$ cat config.mk
export PLATFORM = sky130hd
export DESIGN_NAME = apb_wdog
export DESIGN_NICKNAME = d
export VERILOG_FILES = /design/src/rtl/apb_wdog_pkg.sv /design/src/rtl/wdog_count.sv /design/src/rtl/wdog_regs.sv /design/src/rtl/wdog_rdmux.sv /design/src/rtl/apb_wdog.sv
export SDC_FILE = /design/constraint.sdc
export NUM_CORES = 1
export LEC_CHECK = 0
export BUFFER_PORTS_ARGS = -buffer_cell sky130_fd_sc_hd__buf_2
export CAP_MARGIN = 0
export CORE_MARGIN = 1.5
export CORE_UTILIZATION = 40
export DETAILED_ROUTE_END_ITERATION = 8
export GPL_TIMING_DRIVEN = 0
export PLACE_DENSITY = 0.56
export SYNTH_ARGS = -nofsm -noshare
export SYNTH_HDL_FRONTEND = slang
export SYNTH_SLANG_ARGS = --single-unit
$ cat constraint.sdc
create_clock -name pclk -period 7.32 [get_ports pclk]
set_input_delay 0.366 -clock pclk [delete_from_list [all_inputs] [get_ports pclk]]
set_output_delay 0.366 -clock pclk [all_outputs]
set_load 0.01 [all_outputs]
$ cat src/rtl/apb_wdog_pkg.sv
package apb_wdog_pkg;
   localparam int unsigned OFS_W = 12;
   localparam logic [OFS_W-1:0] OFS_RELOAD = 12'h000;
   localparam logic [OFS_W-1:0] OFS_COUNT  = 12'h004;
   localparam logic [OFS_W-1:0] OFS_CTRL   = 12'h008;
   localparam logic [OFS_W-1:0] OFS_ICLR   = 12'h00C;
   localparam logic [OFS_W-1:0] OFS_RAW    = 12'h010;
   localparam logic [OFS_W-1:0] OFS_MASKED = 12'h014;
   localparam logic [OFS_W-1:0] OFS_STALL  = 12'h418;
   localparam logic [OFS_W-1:0] OFS_LOCK   = 12'hC00;
   localparam logic [OFS_W-1:0] OFS_TMODE  = 12'hF00;
   localparam logic [OFS_W-1:0] OFS_TOUT   = 12'hF04;
   localparam logic [OFS_W-1:0] OFS_ID_LO  = 12'hFD0;
   localparam logic [OFS_W-1:0] OFS_ID_HI  = 12'hFFC;
   localparam logic [31:0]      UNLOCK_KEY = 32'h1ACCE551;

   // identification byte by word index counted from OFS_ID_LO
   function automatic logic [7:0] id_byte(input logic alt, input logic [3:0] idx);
      logic [7:0] b;
      case (idx)
         4'd0:    b = alt ? 8'h00 : 8'h04;
         4'd4:    b = alt ? 8'h05 : 8'h24;
         4'd5:    b = alt ? 8'h18 : 8'hB8;
         4'd6:    b = alt ? 8'h18 : 8'h1B;
         4'd7:    b = alt ? 8'h01 : 8'h00;
         4'd8:    b = 8'h0D;
         4'd9:    b = 8'hF0;
         4'd10:   b = 8'h05;
         4'd11:   b = 8'hB1;
         default: b = 8'h00;
      endcase
      return b;
   endfunction
endpackage

$ cat src/rtl/wdog_count.sv
module wdog_count #(
   parameter int unsigned CNT_W = 32
) (
   input  logic             clk,
   input  logic             rst_n,
   input  logic             tick,
   input  logic             load_we,
   input  logic [CNT_W-1:0] load_val,
   input  logic             clr_we,
   output logic [CNT_W-1:0] cnt,
   output logic [CNT_W-1:0] reload,
   output logic             raw,
   output logic             rstat
);
   localparam logic [CNT_W-1:0] CNT_ONE = CNT_W'(1);

   logic running;
   logic expire;

   assign expire = tick && running && (cnt == CNT_ONE);

   always_ff @(posedge clk or negedge rst_n) begin
      if (!rst_n) begin
         cnt     <= '1;
         reload  <= '1;
         running <= 1'b1;
         raw     <= 1'b0;
         rstat   <= 1'b0;
      end else if (load_we) begin
         reload  <= load_val;
         cnt     <= load_val;
         running <= 1'b1;
      end else if (clr_we) begin
         raw <= 1'b0;
         cnt <= reload;
      end else if (expire) begin
         if (!raw) begin
            raw <= 1'b1;
            cnt <= reload;
         end else begin
            rstat   <= 1'b1;
            running <= 1'b0;
            cnt     <= '0;
         end
      end else if (tick && running) begin
         cnt <= cnt - CNT_ONE;
      end
   end


   count_step_chk: assert property (@(posedge clk) disable iff (!rst_n)
      (tick && running && !load_we && !clr_we && cnt > CNT_ONE) |=> (cnt == $past(cnt) - CNT_ONE));

   load_chk: assert property (@(posedge clk) disable iff (!rst_n)
      load_we |=> (running && cnt == $past(load_val)));

   first_exp_chk: assert property (@(posedge clk) disable iff (!rst_n)
      (expire && !raw && !load_we && !clr_we) |=> (raw && cnt == reload));

   second_exp_chk: assert property (@(posedge clk) disable iff (!rst_n)
      (expire && raw && !load_we && !clr_we) |=> (rstat && !running && cnt == '0));

   stopped_chk: assert property (@(posedge clk) disable iff (!rst_n)
      (!running && !load_we && !clr_we) |=> ($stable(cnt) && !running));

   clear_chk: assert property (@(posedge clk) disable iff (!rst_n)
      (clr_we && !load_we) |=> !raw);
endmodule

$ cat src/rtl/wdog_regs.sv
module wdog_regs
   import apb_wdog_pkg::*;
#(
   parameter bit ALT_VARIANT = 1'b0
) (
   input  logic             clk,
   input  logic             rst_n,
   input  logic             we,
   input  logic [OFS_W-1:0] addr,
   input  logic [31:0]      wdata,
   output logic             load_we,
   output logic             clr_we,
   output logic [1:0]       ctrl,
   output logic             locked,
   output logic             tmode,
   output logic [1:0]       tout
);
   logic we_ok;
   logic ctrl_open;

   assign we_ok   = we && (!locked || addr == OFS_LOCK);
   assign load_we = we_ok && (addr == OFS_RELOAD);
   assign clr_we  = we_ok && (addr == OFS_ICLR);

   always_ff @(posedge clk or negedge rst_n) begin
      if (!rst_n)
         locked <= 1'b0;
      else if (we && addr == OFS_LOCK)
         locked <= (wdata != UNLOCK_KEY);
   end

   generate
      if (ALT_VARIANT) begin : g_ctrl_once
         assign ctrl_open = !ctrl[0];
      end else begin : g_ctrl_free
         assign ctrl_open = 1'b1;
      end
   endgenerate

   always_ff @(posedge clk or negedge rst_n) begin
      if (!rst_n)
         ctrl <= 2'b00;
      else if (we_ok && addr == OFS_CTRL && ctrl_open)
         ctrl <= wdata[1:0];
   end

   generate
      if (ALT_VARIANT) begin : g_no_test
         assign tmode = 1'b0;
         assign tout  = 2'b00;

         ctrl_sticky_chk: assert property (@(posedge clk) disable iff (!rst_n)
            ctrl[0] |=> (ctrl == $past(ctrl)));
      end else begin : g_test
         logic       tmode_q;
         logic [1:0] tout_q;
         always_ff @(posedge clk or negedge rst_n) begin
            if (!rst_n) begin
               tmode_q <= 1'b0;
               tout_q  <= 2'b00;
            end else begin
               if (we_ok && addr == OFS_TMODE) tmode_q <= wdata[0];
               if (we_ok && addr == OFS_TOUT)  tout_q  <= wdata[1:0];
            end
         end
         assign tmode = tmode_q;
         assign tout  = tout_q;
      end
   endgenerate


   lock_hold_chk: assert property (@(posedge clk) disable iff (!rst_n)
      (we && locked && addr != OFS_LOCK) |=> ($stable(ctrl) && $stable(tmode) && $stable(tout)));

   lock_write_chk: assert property (@(posedge clk) disable iff (!rst_n)
      (we && addr == OFS_LOCK) |=> (locked == ($past(wdata) != UNLOCK_KEY)));
endmodule

$ cat src/rtl/wdog_rdmux.sv
module wdog_rdmux
   import apb_wdog_pkg::*;
#(
   parameter int unsigned CNT_W       = 32,
   parameter bit          ALT_VARIANT = 1'b0
) (
   input  logic [OFS_W-1:0] addr,
   input  logic [CNT_W-1:0] cnt,
   input  logic [CNT_W-1:0] reload,
   input  logic [1:0]       ctrl,
   input  logic             raw,
   input  logic             locked,
   input  logic             tmode,
   output logic [31:0]      rdata
);
   logic [OFS_W-1:0] id_off;
   logic             id_hit;
   logic             tmode_map;

   assign id_off = addr - OFS_ID_LO;
   assign id_hit = (addr >= OFS_ID_LO) && (addr <= OFS_ID_HI) && (addr[1:0] == 2'b00);

   generate
      if (ALT_VARIANT) begin : g_alt_map
         assign tmode_map = 1'b0;
      end else begin : g_def_map
         assign tmode_map = 1'b1;
      end
   endgenerate

   always_comb begin
      rdata = '0;
      if (id_hit) begin
         rdata = {24'h0, id_byte(ALT_VARIANT, id_off[5:2])};
      end else begin
         case (addr)
            OFS_RELOAD: rdata = 32'(reload);
            OFS_COUNT:  rdata = 32'(cnt);
            OFS_CTRL:   rdata = {30'h0, ctrl};
            OFS_RAW:    rdata = {31'h0, raw};
            OFS_MASKED: rdata = {31'h0, raw & ctrl[0]};
            OFS_LOCK:   rdata = {31'h0, locked};
            OFS_TMODE:  rdata = {31'h0, tmode & tmode_map};
            default:    rdata = '0;
         endcase
      end
   end
endmodule

$ cat src/rtl/apb_wdog.sv
module apb_wdog
   import apb_wdog_pkg::*;
#(
   parameter int unsigned CNT_W       = 32,
   parameter bit          ALT_VARIANT = 1'b0
) (
   input  logic             pclk,
   input  logic             presetn,
   input  logic             psel,
   input  logic             penable,
   input  logic             pwrite,
   input  logic [OFS_W-1:0] paddr,
   input  logic [31:0]      pwdata,
   output logic [31:0]      prdata,
   output logic             pready,
   output logic             pslverr,
   input  logic             tick_en,
   output logic             irq_o,
   output logic             rst_req_o
);
   generate
      if (CNT_W < 2 || CNT_W > 32) begin : g_bad_width
         $error("apb_wdog: CNT_W must lie in 2..32");
      end
   endgenerate

   logic             bus_we;
   logic             load_we;
   logic             clr_we;
   logic [1:0]       ctrl;
   logic             locked;
   logic             tmode;
   logic [1:0]       tout;
   logic [CNT_W-1:0] cnt;
   logic [CNT_W-1:0] reload;
   logic             raw;
   logic             rstat;

   assign bus_we  = psel && penable && pwrite;
   assign pready  = 1'b1;
   assign pslverr = 1'b0;

   wdog_regs #(.ALT_VARIANT(ALT_VARIANT)) u_regs (
      .clk(pclk), .rst_n(presetn), .we(bus_we), .addr(paddr), .wdata(pwdata),
      .load_we(load_we), .clr_we(clr_we), .ctrl(ctrl), .locked(locked),
      .tmode(tmode), .tout(tout)
   );

   wdog_count #(.CNT_W(CNT_W)) u_count (
      .clk(pclk), .rst_n(presetn), .tick(tick_en), .load_we(load_we),
      .load_val(pwdata[CNT_W-1:0]), .clr_we(clr_we), .cnt(cnt),
      .reload(reload), .raw(raw), .rstat(rstat)
   );

   wdog_rdmux #(.CNT_W(CNT_W), .ALT_VARIANT(ALT_VARIANT)) u_rdmux (
      .addr(paddr), .cnt(cnt), .reload(reload), .ctrl(ctrl), .raw(raw),
      .locked(locked), .tmode(tmode), .rdata(prdata)
   );

   always_comb begin
      if (tmode) begin
         irq_o     = tout[1];
         rst_req_o = tout[0];
      end else begin
         irq_o     = raw & ctrl[0];
         rst_req_o = rstat & ctrl[1];
      end
   end


   irq_mask_chk: assert property (@(posedge pclk) disable iff (!presetn)
      (!tmode && !ctrl[0]) |-> !irq_o);

   test_ovr_chk: assert property (@(posedge pclk) disable iff (!presetn)
      (bus_we && !locked && !ALT_VARIANT && paddr == OFS_TOUT && tmode && !(pwdata[1] ^ pwdata[0]))
      |=> (irq_o == rst_req_o));
endmodule

==> results of run 1 <==
## worst max-delay path by stage
stage	end	depth (start not counted)	slack [ns]
3_5_place_dp	prdata[20]	9	3.79
2_1_floorplan	u_count.cnt[6]	9	4.74
4_1_cts	prdata[20]	9	3.78
5_1_grt	prdata[20]	9	3.58
3_3_place_gp	prdata[20]	9	3.76
6_report	prdata[20]	9	3.71
## Yosys cell counts, types with 3 or more instances
cell type  number
inv_1          10
clkbuf_1       40
nand4_1        14
o211ai_1        4
nand2b_1        4
mux2_2          5
nor2b_1         6
and2_1          8
a31oi_1        10
nor4_1         14
a22o_1         25
o21ai_0        43
nor4bb_1        5
nand3_1        20
or3_1           9
o22ai_1        13
xor2_1         14
a2bb2oi_1       3
dfrtp_1         8
o221ai_1       11
ha_1           11
or4_1           6
dfstp_2        65
a211oi_1        4
o31ai_1         6
nor3_1         22
o21a_1          3
xnor2_1        10
buf_2           4
a221o_1         4
a221oi_1        4
a21boi_0        3
nor2_1         53
a21oi_1        45
a21o_1         11
nand2_1       126
a22oi_1        11
and3_1          9
buf_1           6
or2_2           3
## worst max-delay path: stages
cell and delay (ns):
buf_2 0.12, or4_1 0.59, nor3_1 0.38, and2_1 0.22
clkbuf_1 0.50, buf_1 0.62, nand2_1 0.10, o21ai_0 0.14
buf_2 0.19
## per-layer routing
metal,vias up,wire length [um],track usage
met5,-,0,0
met3,51,1795,0.04652
met2,301,10290,0.4986
met4,0,738,0.1581
met1,3035,9501,0.4063
li1,2823,-,-
## cells by family (layout without fill, tap and decap cells)
group                      Yosys count  count (layout)
AOI/OAI and AO/OA                  218             218
xor gates and xnor gates            24              24
adders and majority gates           11              11
buffers and inverters               64             165
DFF                                 73              73
muxes                                6               6
other                                2               2
and+or+nand+nor                    311             311
## per-stage QoR
step                      power [W]  area (sq um)  hold WS (ns)
after global placement    0.0004932          6240        0.4570
final                     0.0009621          6580        0.2171
after global routing      0.0009867          6580        0.2308
after floorplan           0.0004545          5599       0.07041
after detailed placement  0.0004969          6270        0.2496
after CTS                 0.0009627          6580        0.2175
## flip-flops by register name (all words and copies together), names as in the netlist
register,cells
u_count.reload,32
u_regs.tout,2
u_count.rstat,1
u_regs.locked,1
u_count.cnt,32
u_regs.ctrl,2
u_count.running,1
u_regs.tmode,1
u_count.raw,1
## power by group
group / leakage, nW / total [W] / switching [W] / internal (W)
combinational: 1.91 / 0.0000763 / 0.0000462 / 0.0000300
sequential: 0.779 / 0.000416 / 0.00000550 / 0.000411
clock: 0.147 / 0.000470 / 0.000186 / 0.000283
## repair_timing
action,in CTS,in global routing
setup buffers,0,0
hold endpoints to repair,7,0
hold buffers,1,0
## cell type report
class,instances,area [sq um]
sequential,73,1908
tap,180,225.2
clock inverter,2,36.28
buffer,54,230.2
inverter,10,37.54
timing repair buffer,85,455.4
clock buffer,14,264.0
fill,1433,7193
multi-input combinational,572,3423
==> results.md, run 1 <==
- Status: complete, no violations
- Worst slack, placed: 3.786 ns
- Vias in the first global route: 6037
- Non-filler instance count after layout: 990
- Final worst slack: 3.707 ns
- Post-Synth XOR/XNOR Area: 0.03754
- Via Count: 6210
- VDD IR max: 0.09892 mV
- Inserted Diodes: 0
- Hold crit path type: input port to flop
- Hold path endpoint: u_count.reload[29]
- Synth top area share: 0.3050
- Pwr Density: 146.2 mW/mm^2
- Cts bufs inserted: 9
- Tot GR Track Use: 0.3110
- WP data required: 6.95 ns
- Commonest non-fill, non-tap cell in the layout: nand2_1
- First-pass GRT wire length: 34240 um
- Most frequent cells in the layout: nand2_1, buf_2, dfstp_2
- Post-synthesis adder-cell area fraction: 0.02458
- Core box area: 0.01377 sq mm
- Die extent in y: 121.3 um
- R2r worst-path depth: 7
- Global placement routability congestion: 0.9595
- Critical R2R Capture: u_count.cnt[23]
- Post-synthesis mux area share: 0.01184
- R2R Setup Slk: 3.76 ns
- I/O Pins: 86
- Final hold vios: 0
- CTS tree: yes
- Post-CTS Resized: 0
- Chip width: 121.3 um
- Area Overhead vs Synth: 17.52%
- Clock latency on the worst-skew pair: 0.36 ns
- ANT nets after route: 0
- Share of cells above drive strength 1: 0.2272
- Clock Tree Buf Depth: 2
- Grt ovf: 0
- Avg Synthesized Cell Area: 7.897 sq um
- Setup TNS: 0 ns
- H-tree Lvls: 3
- CTS Root Cell: clkbuf_16
- CP max FO: 10
- Yosys warnings: 0
- Clock Pin Slew Worst Setup and Hold Paths: 0.06 ns
- DRT Wirelength: 22330 um
- Max-Cap Viols: 0
- Layout Utilization: 0.4777
- Dominant cell type by area after synthesis: dfstp_2
- FP Rows: 43
- Worst slew margin: 0.1085
- Syn Nets: 770
- DRT iter0 DRCs: 649
- Detailed placer's ending HPWL: 16250 um
- Sink Count: 73
- Critical Path AT: 3.25 ns
- Die ar.: 0.01472 sq mm
- WL per Instance: 22.55 um
- Clk_skew: 0.008976 ns
- Most used DFF post-synth: dfstp_2
- Final setup fails: 0
- Worst setup path startpoint: paddr[8]
- Area contributors post-synth: dfstp_2, nand2_1, a21oi_1
- Placed cell count: 973
- TritonRoute pass-1 iters: 5
- CP Capture Type: output pin
- R2r startpoint: u_count.cnt[14]
- Port bufs: 83
- Slew at the pin closest to its max-slew limit: 1.328 ns
- Largest family of logic cells by synthesized area: simple AND/OR/NAND/NOR gates
- Worst setup SP type: input port
- Final net count: 866
- Post-Syn Area: 0.005599 sq mm
- Hold path start: pwdata[29]
- Initial Util: 0.4065
- Maximum clock frequency: 0.2768 GHz
- WS Path Type: input port to output pin
- DRC Markers: 0
- Post-synth cell types: 69
- Via density: 6.273
- Max Slew Vio Count: 0
- Unrepaired setup endpoints after global routing: false
- Ys async rst share: 1.000
- Tcrit/Tclk final: 0.4936
- Syn Inst Count: 709
- Simple-gate share of the synthesized area: 0.2711
- Leak: 2.834 nW
- Antenna violations before repair: 0
- Number of enable flip-flop cells after synthesis: 0
- Synth Area in Compound Gates: 0.2650
- Yosys reg bits: 73
- Largest net degree at the start of global routing: 60
- Register area share after synthesis: 0.3408
- Hold-critical path depth: 3
- Tmin final: 3.613 ns
(Power assumes the default switching activity.)
==> inputs of run 2 (changes only) <==
Settings changed: PLACE_DENSITY 0.56 to 0.58.
Clock period 7.32 ns to 2.9 ns, I/O delays scaled along.
==> run 2 against run 1 <==
Compared with the run above: final cell count unchanged; via count up 0.19%; combinational power rose to 2.6 times the previous value; critical endpoint is now u_count.cnt[3]; die area unchanged; register-to-register slack worse by 3.7 ns; largest power group unchanged; clock skew about the same; critical path depth down 2; worst setup slack worse by 3.6 ns; first-iteration DRC count down 5.9%; non-clock buffer count unchanged; final area up 2.0%.
==> results.md, run 2 (synthesis gave the netlist of run 1 again) <==
- I/O Pins: 86 (unchanged)
- Final net count: 866 (unchanged)
- Clock Tree Buf Depth: 2 (unchanged)
- ANT nets after route: 0 (unchanged)
- Vias in the first global route: 6089 (+0.86%)
- Commonest non-fill, non-tap cell in the layout: nand2_1
- Pwr Density: 369.2 mW/mm^2 (+150%)
- Tmin final: 2.833 ns
- Tot GR Track Use: 0.3125 (+0.001495)
- H-tree Lvls: 3 (unchanged)
- Die extent in y: 121.3 um (unchanged)
- Final setup fails: 0 (unchanged)
- Final worst slack: 0.06694 ns (-3.640 ns)
- CP max FO: 8 (-2)
- Area Overhead vs Synth: 19.87%
- First-pass GRT wire length: 34780 um (+1.6%)
- Sink Count: 73 (unchanged)
- Share of cells above drive strength 1: 0.2556 (+0.02840)
- Chip width: 121.3 um (unchanged)
- Grt ovf: 0 (unchanged)
- Antenna violations before repair: 0 (unchanged)
- TritonRoute pass-1 iters: 5 (unchanged)
- Via Count: 6222 (+0.19%)
- Cts bufs inserted: 9 (unchanged)
- Initial Util: 0.4065 (unchanged)
- FP Rows: 43 (unchanged)
- Detailed placer's ending HPWL: 16300 um (+0.35%)
- Worst slew margin: 0.4142 (+0.3057)
- Via density: 6.285 (+0.19%)
- Unrepaired setup endpoints after global routing: false
- Maximum clock frequency: 0.3530 GHz
- Largest regs: u_count.cnt: 32 flops, u_count.reload: 32 flops
- Largest net degree at the start of global routing: 57 (-5.0%)
- Worst slack, placed: -0.4499 ns (-4.236 ns)
- Max Slew Vio Count: 0 (unchanged)
- Hold-critical path depth: 3 (unchanged)
- Final hold vios: 0 (unchanged)
- CTS tree: yes
- WP data required: 3.17 ns (-3.78 ns)
- Critical Path AT: 3.11 ns (-0.14 ns)
- VDD IR max: 0.2478 mV (+150%)
- Die ar.: 0.01472 sq mm (unchanged)
- Tcrit/Tclk final: 0.9769
- Hold crit path type: input port to flop
- Placed cell count: 973 (unchanged)
- Core box area: 0.01377 sq mm (unchanged)
- Inserted Diodes: 0 (unchanged)
- Non-filler instance count after layout: 990 (unchanged)
- Worst setup SP type: flop
- CTS Root Cell: clkbuf_16
- Global placement routability congestion: 0.9523 (-0.75%)
- DRC Markers: 0 (unchanged)
- WL per Instance: 22.62 um (+0.28%)
- Clk_skew: 0.008881 ns (-0.00009570 ns)
- Slew at the pin closest to its max-slew limit: 0.8754 ns (-0.4528 ns)
- CP Capture Type: flop
- DRT Wirelength: 22390 um (+0.28%)
- Clock Pin Slew Worst Setup and Hold Paths: 0.06 ns (about the same)
- Max-Cap Viols: 0 (unchanged)
- DRT iter0 DRCs: 611 (-5.9%)
- Port bufs: 83 (unchanged)
- Most frequent cells in the layout: nand2_1, buf_2, dfstp_2
- Leak: 2.894 nW (+2.1%)
- Status: complete, no violations
- R2r worst-path depth: 7 (unchanged)
- WS Path Type: flop to flop
- Clock latency on the worst-skew pair: 0.35 ns (about the same)
[run 2: cell count changes in the layout (fill, tap and decap cells not counted), sizes merged]
cell	before	now
inv	11	10
buf	98	99
clkinv	0	3
clkbuf	54	51
[run 2: layout make-up]
type / instances / area (sq um)
buffer: 53 / 234.0
clock buffer: 12 / 267.8
clock inverter: 4 / 48.80
fill: 1464 / 7062
inverter: 10 / 37.54
multi-input combinational: 572 / 3527
sequential: 73 / 1908
tap: 180 / 225.2
timing repair buffer: 86 / 462.9
[run 2: critical path, cell delays in order, from the launching register on]
cell      delay [ns]
dfstp_2         0.36
clkbuf_1        0.19
nor4_2          0.42
nand2_2         0.25
or4_1           0.73
o31ai_2         0.46
nand3_1         0.15
a31oi_1         0.21
[run 2: routing by layer]
layer | share of wire | vias up | global-route usage
met4 | 0.024 | 0 | 0.1074
li1 | - | 2820 | -
met3 | 0.076 | 49 | 0.04652
met1 | 0.42 | 3015 | 0.4161
met5 | 0 | - | 0
met2 | 0.48 | 338 | 0.5166
[run 2: final timing paths]
| path | slack [ns] | from | end |
|---|---|---|---|
| max | 0.07 | u_count.cnt[14] | u_count.cnt[3] |
| min | 0.005 | pwdata[29] | u_count.reload[29] |
| max reg2reg | 0.07 | u_count.cnt[14] | u_count.cnt[3] |
| min reg2reg | 0.48 | u_count.reload[17] | u_count.reload[17] |
| max in group asynchronous | 2.05 | presetn | u_count.cnt[9] |
| min in group asynchronous | 0.24 | presetn | u_regs.locked |
[run 2: power breakdown]
group | internal [W] | leakage [nW] | total (W) | switching (W)
sequential | 0.00104 | 0.779 | 0.00105 | 0.0000157
combinational | 0.0000761 | 1.96 | 0.000196 | 0.000120
clock | 0.000742 | 0.158 | 0.00123 | 0.000488
total | 0.00185 | 2.89 | 0.00248 | 0.000623
[run 2: per-stage QoR]
step / total power (W) / hold slack, ns / area [sq um] / util / TNS [ns]
4_1_cts: 0.002484 / 0.002384 / 6656 / 0.4833 / 0
2_1_floorplan: 0.001147 / -0.1506 / 5599 / - / 0
6_report: 0.002478 / 0.004804 / 6711 / 0.4873 / 0
3_5_place_dp: 0.001256 / 0.05288 / 6270 / 0.4552 / -13.79
5_1_grt: 0.002545 / 0.01290 / 6711 / 0.4873 / 0
3_3_place_gp: 0.001245 / 0.3616 / 6240 / 0.4530 / -12.47
[run 2: repair_timing]
item                                    CTS  global route
buffers inserted                          1             0
gates resized for setup                  11            18
pin swaps                                 1             0
endpoints found under the setup margin   40            84
hold buffers                              1             0
hold endpoints to repair                 17             0
==> inputs of run 3 (changes only) <==
Settings changed: CTS_CLUSTER_SIZE from default to 30, SYNTH_HIERARCHICAL from default to 1.
==> run 3 against run 2 <==
Compared with the run above: critical path depth grew 1; global-route usage down 2.3 points; largest power group unchanged; total power down 3.7%; register-to-register slack better by 0.10 ns; first-iteration DRC count shrank 25%; flip-flop and latch count unchanged; critical path type unchanged; final area shrank 7.3%.
==> results.md, run 3 <==
- Slew at the pin closest to its max-slew limit: 0.9189 ns (+0.04343 ns)
- First-pass GRT wire length: 28450 um (-18%)
- Die ar.: 0.01350 sq mm (-8.2%)
- Cell mode on critical path: clkbuf_2
- FP Rows: 41 (-4.7%)
- R2r worst-path depth: 8 (+1)
- Yosys reg bits: 73 (unchanged)
- Largest regs: u_count/cnt: 32 flops, u_count/reload: 32 flops
- Vias in the first global route: 4814 (-21%)
- Worst path cell trace: nor2b_1 > nand3_1 > nor4_4 > clkbuf_2 > clkbuf_2 > mux2_2 > nand2_1 > o221ai_1
- Synth top area share: 0.3332 (+0.02814)
- Share of cells above drive strength 1: 0.4030 (+0.1475)
- Hold crit path type: input port to flop
- Die extent in y: 116.2 um (-4.2%)
- Clock Pin Slew Worst Setup and Hold Paths: 0.06 ns (about the same)
- Avg Synthesized Cell Area: 9.270 sq um (+17%)
- WL per Instance: 22.60 um (about the same)
- Area Overhead vs Synth: 21.38%
- Clock latency on the worst-skew pair: 0.35 ns (about the same)
- Post-Syn Area: 0.005126 sq mm (-8.4%)
- WS Path Type: flop to flop
- Via density: 6.154 (-2.1%)
- Worst setup endpoint: u_count/cnt[1]
- Hold path start: pwdata[17]
- Chip width: 116.2 um (-4.2%)
- Number of enable flip-flop cells after synthesis: 0 (unchanged)
- Syn Inst Count: 553 (-22%)
- Critical R2R Capture: u_count/cnt[1]
- CP Capture Type: flop
- TritonRoute pass-1 iters: 5 (unchanged)
- DRT Wirelength: 18810 um (-16%)
- R2R Setup Slk: 0.17 ns (+0.10 ns)
- Clock Tree Buf Depth: 2 (unchanged)
- R2r startpoint: u_regs/locked
- CP bufs+invs: 2 (+1)
- Slowest stage delay, CP: 0.43 ns (-0.30 ns)
- Largest net degree at the start of global routing: 51 (-11%)
- Crit path max-delay family: simple AND/OR/NAND/NOR gates
- Leak: 2.550 nW (-12%)
- Clk_skew: 0.008718 ns (-0.0001628 ns)
- Tcrit/Tclk final: 0.9412 (-0.03571)
- Tmin final: 2.729 ns (-0.1036 ns)
- Critical Path AT: 2.97 ns (-0.14 ns)
- Detailed placer's ending HPWL: 13560 um (-17%)
- Max Slew Vio Count: 0 (unchanged)
- Sink Count: 73 (unchanged)
- Unrepaired setup endpoints after global routing: false
- Status: complete, no violations
- Most used DFF post-synth: dfstp_2
- CTS tree: yes
- Synth top cells by count: dfstp_2, nand2_1, mux2_2, nor2_1
- Final net count: 714 (-18%)
- Setup TNS: 0 ns (unchanged)
- Antenna violations before repair: 0 (unchanged)
- Maximum clock frequency: 0.3664 GHz (+3.8%)
- Post-synth cell types: 71 (+2.9%)
- CTS Root Cell: clkbuf_16
- Crit-path slowest cell: nor4_4
- Core box area: 0.01257 sq mm (-8.7%)
- Hold-critical path depth: 2 (-1)
- Max-Cap Viols: 0 (unchanged)
- Register area share after synthesis: 0.3722 (+0.03144)
- WP data required: 3.15 ns (-0.02 ns)
- I/O Pins: 86 (unchanged)
- Worst setup path startpoint: u_regs/locked
- FILL cells: 1244 (-15%)
- DRT iter0 DRCs: 459 (-25%)
- Inserted Diodes: 0 (unchanged)
- Syn Nets: 612 (-21%)
- Port bufs: 83 (unchanged)
- Initial Util: 0.4079 (+0.001342)
- Dominant cell type by area after synthesis: dfstp_2
- CP max FO: 10 (+2)
- Cts bufs inserted: 9 (unchanged)
- H-tree Lvls: 3 (unchanged)
- ANT nets after route: 0 (unchanged)
- VDD IR max: 0.2575 mV (+3.9%)
- Levels on crit path: 8 (+1)
- Worst setup SP type: flop
- Ys async rst share: 1.000 (unchanged)
- Worst slack, placed: -1.045 ns (-0.5951 ns)
- Pwr Density: 383.6 mW/mm^2 (+3.9%)
- Global placement routability congestion: 0.9211 (-3.3%)
- Final setup fails: 0 (unchanged)
- Worst slew margin: 0.3852 (-0.02906)
- Commonest non-fill, non-tap cell in the layout: buf_2
- Most frequent cells in the layout: buf_2, dfstp_2, nand2_1
- Design area: 0.006222 sq mm (-7.3%)
- Cell Area, Placed: 0.005787 sq mm (-7.7%)
- Area contributors post-synth: dfstp_2, mux2_2, nand2_1
- Yosys warnings: 6 (+6)
- DRC Markers: 0 (unchanged)
- Final hold vios: 0 (unchanged)
- Tot GR Track Use: 0.2896 (-0.02289)
- Final worst slack: 0.1705 ns (+0.1036 ns)
- Dominant cell by count in the synthesized netlist: dfstp_2
- Grt ovf: 0 (unchanged)
- Via Count: 5120 (-18%)
run 3: worst min-delay path by stage:
stage | endpoint | slack, ns
after floorplan | u_count/raw | -0.15
after global placement | u_count/reload[17] | 0.41
after detailed placement | u_count/cnt[26] | 0.36
after CTS | u_count/reload[17] | 0.05
after global routing | u_count/reload[17] | 0.06
final | u_count/reload[17] | 0.06
run 3: what timing repair did:
item                                    in CTS  in global routing
setup buffers                                3                  3
hold endpoints to repair                     7                  0
resized for setup                           16                 21
pin swaps                                    1                  2
cloned                                       0                  0
endpoints found under the setup margin      60                 28
hold buffers                                 1                  0
run 3: layout make-up:
type | instances | area, sq um | area share
Buffer | 36 | 206.4 | 0.03318
Clock buffer | 10 | 239.0 | 0.03841
Clock inverter | 6 | 57.56 | 0.009250
Inverter | 17 | 63.81 | 0.01026
Multi-Input combinational cell | 427 | 3032 | 0.4872
Sequential cell | 73 | 1908 | 0.3067
Tap cell | 172 | 215.2 | 0.03459
Timing Repair Buffer | 91 | 500.5 | 0.08043
run 3: cells by family after synthesis:
logic type | Yosys count | synth area share
flip-flops | 73 | 0.3722
AO/OA/AOI/OAI | 152 | 0.2085
other | 2 | 0.001465
adder cells (fa/ha/maj) | 9 | 0.02197
multiplexers | 36 | 0.07859
buffers and inverters | 53 | 0.04882
AND/OR/NAND/NOR | 208 | 0.2343
XOR/XNOR | 20 | 0.03417
run 3: per-layer routing:
layer | global-route usage | vias up | wire length, um
met1 | 0.4101 | 2536 | 8529
met5 | 0 | - | 0
met4 | 0.09919 | 0 | 443
li1 | - | 2314 | -
met3 | 0.04203 | 32 | 1268
met2 | 0.4545 | 238 | 8564
run 3: report_power, final:
part           leakage [nW]  switching, W  total (W)  internal [W]
clock network         0.148      0.000447    0.00113      0.000683
logic                  1.62      0.000123   0.000203     0.0000806
registers             0.779     0.0000145    0.00105       0.00104
run 3: worst reg2reg max path, cell delays in order, from the launching register on:
cell      delay (ns)
dfrtp_1         0.38
nor2b_1         0.15
nand3_1         0.24
nor4_4          0.43
clkbuf_2        0.38
clkbuf_2        0.42
mux2_2          0.40
nand2_1         0.09
o221ai_1        0.13
run 3: stage by stage:
step                  util  instances  hold WS, ns  power (W)
finish              0.4951        832      0.05822   0.002387
floorplan                -        553      -0.1506   0.001158
CTS                 0.4906        829      0.05227   0.002406
detailed placement  0.4604        809       0.3625   0.001265
global placement    0.4580        808       0.4116   0.001255
global route        0.4951        832      0.05789   0.002476
